[config.mk]
export PLATFORM = sky130hd
export DESIGN_NAME = rail_supervisor
export DESIGN_NICKNAME = d
export VERILOG_FILES = /design/src/rtl/sup_pkg.sv /design/src/rtl/sup_sync.sv /design/src/rtl/sup_reset_fsm.sv /design/src/rtl/sup_wdog_fsm.sv /design/src/rtl/rail_supervisor.sv
export SDC_FILE = /design/constraint.sdc
export NUM_CORES = 1
export LEC_CHECK = 0
export BUFFER_PORTS_ARGS = -buffer_cell sky130_fd_sc_hd__buf_4
export CORE_ASPECT_RATIO = 0.8
export CORE_MARGIN = 2
export CORE_UTILIZATION = 60
export CTS_BUF_LIST = sky130_fd_sc_hd__clkbuf_8
export DETAILED_ROUTE_END_ITERATION = 10
export PLACE_DENSITY_LB_ADDON = 0.3
export SYNTH_ARGS = -nofsm -noshare
export SYNTH_HDL_FRONTEND = slang
export SYNTH_HIERARCHICAL = 1
export SYNTH_SLANG_ARGS = --single-unit
[constraint.sdc]
create_clock -name clk -period 4.72 [get_ports clk]
set_clock_uncertainty 0.2 [all_clocks]
set_input_delay 0.944 -clock clk [delete_from_list [all_inputs] [get_ports clk]]
set_output_delay 0.944 -clock clk [all_outputs]
set_load 0.1 [all_outputs]
[src/rtl/sup_pkg.sv]
package sup_pkg;

    typedef enum logic [1:0] {
        RS_HOLD    = 2'd0,
        RS_STRETCH = 2'd1,
        RS_RUN     = 2'd2
    } rst_state_e;

    typedef enum logic [1:0] {
        WD_IDLE    = 2'd0,
        WD_COUNT   = 2'd1,
        WD_EXPIRED = 2'd2
    } wd_state_e;

endpackage

[src/rtl/sup_sync.sv]
module sup_sync #(
    parameter int              WIDTH     = 1,
    parameter int              STAGES    = 2,
    parameter logic [WIDTH-1:0] RESET_VAL = '0
) (
    input  logic             clk,
    input  logic             rst_n,
    input  logic [WIDTH-1:0] async_in,
    output logic [WIDTH-1:0] sync_out
);

    logic [WIDTH-1:0] stage_q [STAGES];

    for (genvar s = 0; s < STAGES; s++) begin : g_stage
        if (s == 0) begin : g_first
            always_ff @(posedge clk) begin
                if (!rst_n) stage_q[s] <= RESET_VAL;
                else        stage_q[s] <= async_in;
            end
        end else begin : g_next
            always_ff @(posedge clk) begin
                if (!rst_n) stage_q[s] <= RESET_VAL;
                else        stage_q[s] <= stage_q[s-1];
            end
        end
    end

    assign sync_out = stage_q[STAGES-1];

endmodule

[src/rtl/sup_reset_fsm.sv]
module sup_reset_fsm
    import sup_pkg::*;
#(
    parameter int RST_CYC = 8
) (
    input  logic clk,
    input  logic rst_n,
    input  logic cond,
    output logic rst_out_n
);

    localparam int CW = $clog2(RST_CYC + 1);
    localparam logic [CW-1:0] LAST = CW'(RST_CYC - 1);

    rst_state_e    state_q, state_d;
    logic [CW-1:0] cnt_q, cnt_d;

    always_ff @(posedge clk) begin
        if (!rst_n) begin
            state_q <= RS_STRETCH;
            cnt_q   <= '0;
        end else begin
            state_q <= state_d;
            cnt_q   <= cnt_d;
        end
    end

    always_comb begin
        state_d = state_q;
        cnt_d   = cnt_q;
        unique case (state_q)
            RS_HOLD: begin
                cnt_d = '0;
                if (!cond) state_d = RS_STRETCH;
            end
            RS_STRETCH: begin
                if (cond) begin
                    state_d = RS_HOLD;
                    cnt_d   = '0;
                end else if (cnt_q == LAST) begin
                    state_d = RS_RUN;
                end else begin
                    cnt_d = cnt_q + 1'b1;
                end
            end
            RS_RUN: begin
                if (cond) state_d = RS_HOLD;
            end
            default: state_d = RS_HOLD;
        endcase
    end

    always_comb begin
        rst_out_n = (state_q == RS_RUN);
    end

    p_cond_asserts_r1: assert property (@(posedge clk) disable iff (!rst_n)
        cond |=> !rst_out_n);

    p_release_clean_r2: assert property (@(posedge clk) disable iff (!rst_n)
        $rose(rst_out_n) |-> $past(!cond));

    p_restart_r4: assert property (@(posedge clk) disable iff (!rst_n)
        (state_q == RS_STRETCH && cond) |=> state_q == RS_HOLD);

endmodule

[src/rtl/sup_wdog_fsm.sv]
module sup_wdog_fsm
    import sup_pkg::*;
#(
    parameter int WD_CYC = 12
) (
    input  logic clk,
    input  logic rst_n,
    input  logic wd_sync,
    input  logic hold,
    output logic expired
);

    localparam int CW = $clog2(WD_CYC + 1);
    localparam logic [CW-1:0] LAST = CW'(WD_CYC - 1);

    wd_state_e     state_q, state_d;
    logic [CW-1:0] cnt_q, cnt_d;
    logic          prev_q;
    logic          edge_seen;

    assign edge_seen = wd_sync ^ prev_q;

    always_ff @(posedge clk) begin
        if (!rst_n) begin
            state_q <= WD_IDLE;
            cnt_q   <= '0;
            prev_q  <= 1'b0;
        end else begin
            state_q <= state_d;
            cnt_q   <= cnt_d;
            prev_q  <= wd_sync;
        end
    end

    always_comb begin
        state_d = state_q;
        cnt_d   = cnt_q;
        unique case (state_q)
            WD_IDLE: begin
                cnt_d = '0;
                if (!hold) state_d = WD_COUNT;
            end
            WD_COUNT: begin
                if (hold) begin
                    state_d = WD_IDLE;
                    cnt_d   = '0;
                end else if (edge_seen) begin
                    cnt_d = '0;
                end else if (cnt_q == LAST) begin
                    state_d = WD_EXPIRED;
                end else begin
                    cnt_d = cnt_q + 1'b1;
                end
            end
            WD_EXPIRED: begin
                cnt_d = '0;
                if (edge_seen) state_d = hold ? WD_IDLE : WD_COUNT;
            end
            default: state_d = WD_IDLE;
        endcase
    end

    always_comb begin
        expired = (state_q == WD_EXPIRED);
    end

    p_kick_r6: assert property (@(posedge clk) disable iff (!rst_n)
        (edge_seen && !hold) |=> state_q != WD_EXPIRED);

    p_cnt_bound_r7: assert property (@(posedge clk) disable iff (!rst_n)
        (state_q == WD_COUNT) |-> cnt_q <= LAST);

    p_sticky_r8: assert property (@(posedge clk) disable iff (!rst_n)
        (state_q == WD_EXPIRED && !edge_seen) |=> state_q == WD_EXPIRED);

    p_held_r10: assert property (@(posedge clk) disable iff (!rst_n)
        (hold && state_q != WD_EXPIRED) |=> state_q != WD_EXPIRED);

endmodule

[src/rtl/rail_supervisor.sv]
module rail_supervisor #(
    parameter int NUM_RAILS   = 3,
    parameter int SYNC_STAGES = 2,
    parameter int RST_CYC     = 2_000_000,
    parameter int WD_CYC      = 16_000_000
) (
    input  logic                 clk,
    input  logic                 rst_n,
    input  logic [NUM_RAILS-1:0] uv_flag,
    input  logic                 man_rst_n,
    input  logic                 wd_in,
    output logic                 rst_out_n,
    output logic                 wd_out_n
);

    logic uv_q;
    logic mr_s;
    logic wd_s;
    logic rst_cond;
    logic wd_hold;
    logic wd_expired;

    always_ff @(posedge clk) begin
        if (!rst_n) uv_q <= 1'b0;
        else        uv_q <= |uv_flag;
    end

    sup_sync #(.WIDTH(1), .STAGES(SYNC_STAGES), .RESET_VAL(1'b1)) u_mr_sync (
        .clk      (clk),
        .rst_n    (rst_n),
        .async_in (man_rst_n),
        .sync_out (mr_s)
    );

    sup_sync #(.WIDTH(1), .STAGES(SYNC_STAGES), .RESET_VAL(1'b0)) u_wd_sync (
        .clk      (clk),
        .rst_n    (rst_n),
        .async_in (wd_in),
        .sync_out (wd_s)
    );

    assign rst_cond = uv_q | ~mr_s;

    sup_reset_fsm #(.RST_CYC(RST_CYC)) u_reset (
        .clk       (clk),
        .rst_n     (rst_n),
        .cond      (rst_cond),
        .rst_out_n (rst_out_n)
    );

    assign wd_hold = ~rst_out_n | ~mr_s;

    sup_wdog_fsm #(.WD_CYC(WD_CYC)) u_wdog (
        .clk     (clk),
        .rst_n   (rst_n),
        .wd_sync (wd_s),
        .hold    (wd_hold),
        .expired (wd_expired)
    );

    assign wd_out_n = ~(wd_expired | uv_q);

    p_uv_alarm_r9: assert property (@(posedge clk) disable iff (!rst_n)
        uv_q |-> !wd_out_n);

    p_uv_alarm_rise_r9: assert property (@(posedge clk) disable iff (!rst_n)
        $fell(uv_q) && !wd_expired |-> wd_out_n);

endmodule

==> flow_metrics.py <==
metrics = {
    "power": {
        "p_leak_nw": 1.01,
        "p_per_area_nw_per_um2": 263,
        "vdd.ir_drop.worst_uv": 235,
    },
    "critical_path": {
        "slowest_stage": "dfxtp_1",
        "crit_path_cell_trace": "inv_1, nor2_1, nand2_1, and2b_1, and3_1, o211ai_2, or4_1, nand3_1",
        "start_kind": "register",
        "required_ns": 4.77,
        "critPathArrivalTime_ns": 3.03,
        "r2r_cells": 8,
        "endpoint_kind": "register",
        "max_stage_delay_ns": 0.55,
        "critPathKind": "register to register",
        "cp_max_fo": 15,
    },
    "cts": {
        "cts_setup_buffers": 0,
        "clock-sinks": 55,
        "clockBufferDepth": 2,
        "cts_root_buf": "clkbuf_8",
        "cts_inserted_buffers": 5,
        "clk_pin_slew_worst_paths_ns": 0.09,
        "clk_latency_ns": 0.31,
        "hold_buffers": 0,
        "htreeDepth": 2,
        "tritoncts": "built",
        "cts-resized-gates": 0,
    },
    "routing": {
        "vias": 2689,
        "vias_per_cell": 6.50,
        "first_pass_iters": 5,
        "drt-initial-drc-count": 261,
        "post_drt_wl_per_cell_um": 15.9,
        "routed_wl_um": 6570,
        "ant_nets": 0,
        "drcViolationCount": 0,
    },
    "floorplanning": {
        "die_h_um": 66.5,
        "die_area_um2": 5460,
        "rows": 22,
        "initial_core_util": 0.630,
        "coreArea_um2": 4650,
        "io_pins": 9,
        "die_x_um": 82.1,
    },
    "global_route": {
        "antenna_found_initial": 0,
        "grt_usage": 0.267,
        "grt_pass1_wl_um": 11100,
        "grt_pass1_vias": 2274,
        "grt_max_degree": 25,
        "grt-ovfl-total": 0,
    },
    "logic_synthesis": {
        "yosysWarningCount": 6,
        "synth_area_per_cell_um2": 8.44,
        "netlist_instances": 347,
        "synth_ff_type": "dfxtp_1",
        "ys_top_cells_by_area": "dfxtp_1, nand2_1, nand3_1",
        "synth-edff-count": 0,
        "synth_cell_types": 65,
        "synth_nets": 356,
        "yosys.area.top_type_share": 0.376,
        "ys_seq_elements": 55,
        "async_reset_ff_frac": 0,
        "syn_area_um2": 2930,
        "yosysSeqAreaShare": 0.376,
        "yosysTopAreaCell": "dfxtp_1",
    },
    "place": {
        "port_buffers": 8,
        "dp_hpwl_um": 4720,
        "dpl_cell_area_um2": 3010,
        "post-place-ws_ns": 1.81,
        "place_congestion": 0.952,
    },
    "sta": {
        "fin_crit_sh": 0.630,
        "finalMaxSlewViolations": 0,
        "whs_ns": 0.215,
        "setup_viol": 0,
        "max_slew.worst_pin.slew_ns": 0.828,
        "fmax_ghz": 0.336,
        "rsz0062_at_grt": "no",
        "max_slew_margin": 0.448,
        "fin_tns_setup_ns": 0,
        "hold_viol_final": 0,
        "fin_crit_ns": 2.97,
        "worst_slack_ns": 1.75,
    },
    "worst_hold_path": {
        "hold_depth": 1,
        "min_path_type": "register to register",
    },
    "layout": {
        "syn_to_final_growth_pct": 6.70,
        "drive_gt1_frac": 0.116,
        "fin_area_um2": 3130,
        "antennaDiodeCount": 0,
        "nets": 362,
    },
    "run": {
        "cap_viol_max_count": 0,
    },
    "run_status": {
        "status": "finished, final reports clean",
    },
}
registers in the layout, indices dropped and copies added (netlist names):
| name | count |
|---|---|
| u_reset/state_q | 2 |
| u_reset/cnt_q | 21 |
| u_wdog/prev_q | 1 |
| u_mr_sync/stage_q | 2 |
| u_wd_sync/stage_q | 2 |
| uv_q | 1 |
| u_wdog/state_q | 2 |
| u_wdog/cnt_q | 24 |
per-stage QoR:
stage           util  power, W  std cells
3_5_place_dp   0.647  0.000510        406
3_3_place_gp   0.647  0.000509        406
6_report       0.672  0.000823        414
2_1_floorplan      -  0.000499        347
4_1_cts        0.672  0.000829        414
5_1_grt        0.672  0.000851        414
cells by family after synthesis:
family / count (synthesis) / share of synthesized area
compound gates: 89 / 0.205
fa+ha+maj: 2 / 0.00854
simple gates: 178 / 0.358
xor+xnor: 7 / 0.0235
flops: 55 / 0.376
buf+inv: 16 / 0.0295
where the power goes:
part	internal (W)	leakage (nW)	switching, W	total (W)
Sequential	0.000467	0.445	0.00000261	0.000470
Clock	0.000172	0.0612	0.000152	0.000324
Combinational	0.0000100	0.502	0.0000194	0.0000294
Total	0.000649	1.01	0.000174	0.000823
placed cells by master (no fill, tap or decap), types with 3 or more instances in the layout:
cell / netlist / final
dfxtp_1: 55 / 55
nand2_1: 39 / 39
nor2_1: 26 / 26
nand3_1: 22 / 22
a21oi_1: 20 / 20
a31oi_1: 16 / 16
or4_1: 11 / 11
o21ai_0: 10 / 10
buf_4: 0 / 9
and2_1: 9 / 9
nand4_1: 8 / 8
o21ai_1: 8 / 8
o211ai_1: 8 / 8
or3_1: 7 / 7
nor3_1: 7 / 7
nand2b_1: 6 / 6
clkbuf_8: 0 / 6
o31ai_1: 6 / 6
inv_1: 5 / 5
and4_1: 5 / 5
nor4_1: 4 / 4
and3_1: 4 / 4
xnor2_1: 4 / 4
and4_2: 3 / 3
or4_2: 3 / 3
o21a_1: 3 / 3
routing by layer:
metal	track usage	routed length, µm	up-vias	share of wire
met4	0.0604	65	0	0.0099
met3	0.0827	500	7	0.076
met1	0.414	3370	1253	0.51
met2	0.354	2640	100	0.40
li1	-	-	1329	-
met5	0	0	-	0
critical path, delay by kind of cell, from the launching register on:
kind / cells / cell delay [ns]
AO/OA/AOI/OAI: 1 / 0.26
AND/OR/NAND/NOR: 6 / 1.71
flip-flops: 1 / 0.55
buffers and inverters: 1 / 0.20
cells in the mapped netlist (2+ instances only):
| library cell | instances |
|---|---|
| inv_1 | 5 |
| xnor2_1 | 4 |
| and4_2 | 3 |
| nand2_2 | 2 |
| nor2_1 | 26 |
| or4_1 | 11 |
| nand2_1 | 39 |
| o31ai_4 | 2 |
| o21a_1 | 3 |
| a21oi_1 | 20 |
| a21o_1 | 2 |
| or3_1 | 7 |
| o21ai_0 | 10 |
| nand4_1 | 8 |
| or3_2 | 2 |
| and3_1 | 4 |
| o21ai_1 | 8 |
| dfxtp_1 | 55 |
| or4_2 | 3 |
| ha_1 | 2 |
| a31oi_1 | 16 |
| nand3_1 | 22 |
| xor2_1 | 2 |
| and4_1 | 5 |
| nor4_1 | 4 |
| o31ai_1 | 6 |
| nor2b_1 | 2 |
| clkbuf_1 | 6 |
| and2_1 | 9 |
| nor4b_1 | 2 |
| nor3_1 | 7 |
| nand4_2 | 2 |
| nor3b_1 | 2 |
| nor4b_2 | 2 |
| nand4b_1 | 2 |
| nand2b_1 | 6 |
| o211ai_1 | 8 |
final timing paths:
path,slack [ns],start,to
setup / recovery,1.75,u_reset/state_q[1]$_SDFFE_PN0P_,u_wdog/cnt_q[19]$_SDFFE_PN0P_
hold / removal,0.22,u_mr_sync/stage_q[0]$_SDFF_PN1_,u_mr_sync/stage_q[1]$_SDFF_PN1_
setup reg to reg,1.75,u_reset/state_q[1]$_SDFFE_PN0P_,u_wdog/cnt_q[19]$_SDFFE_PN0P_
hold reg to reg,0.22,u_mr_sync/stage_q[0]$_SDFF_PN1_,u_mr_sync/stage_q[1]$_SDFF_PN1_
final cells by class:
type | count | area, µm²
clock inverters | 2 | 35.0
well taps | 60 | 75.1
multi-input cells | 276 | 1740
flip-flops and latches | 55 | 1100
repair buffers | 9 | 67.6
fillers | 392 | 1530
inverters | 6 | 22.5
clock buffers | 6 | 82.6
Power figures use the tool's default switching activity.
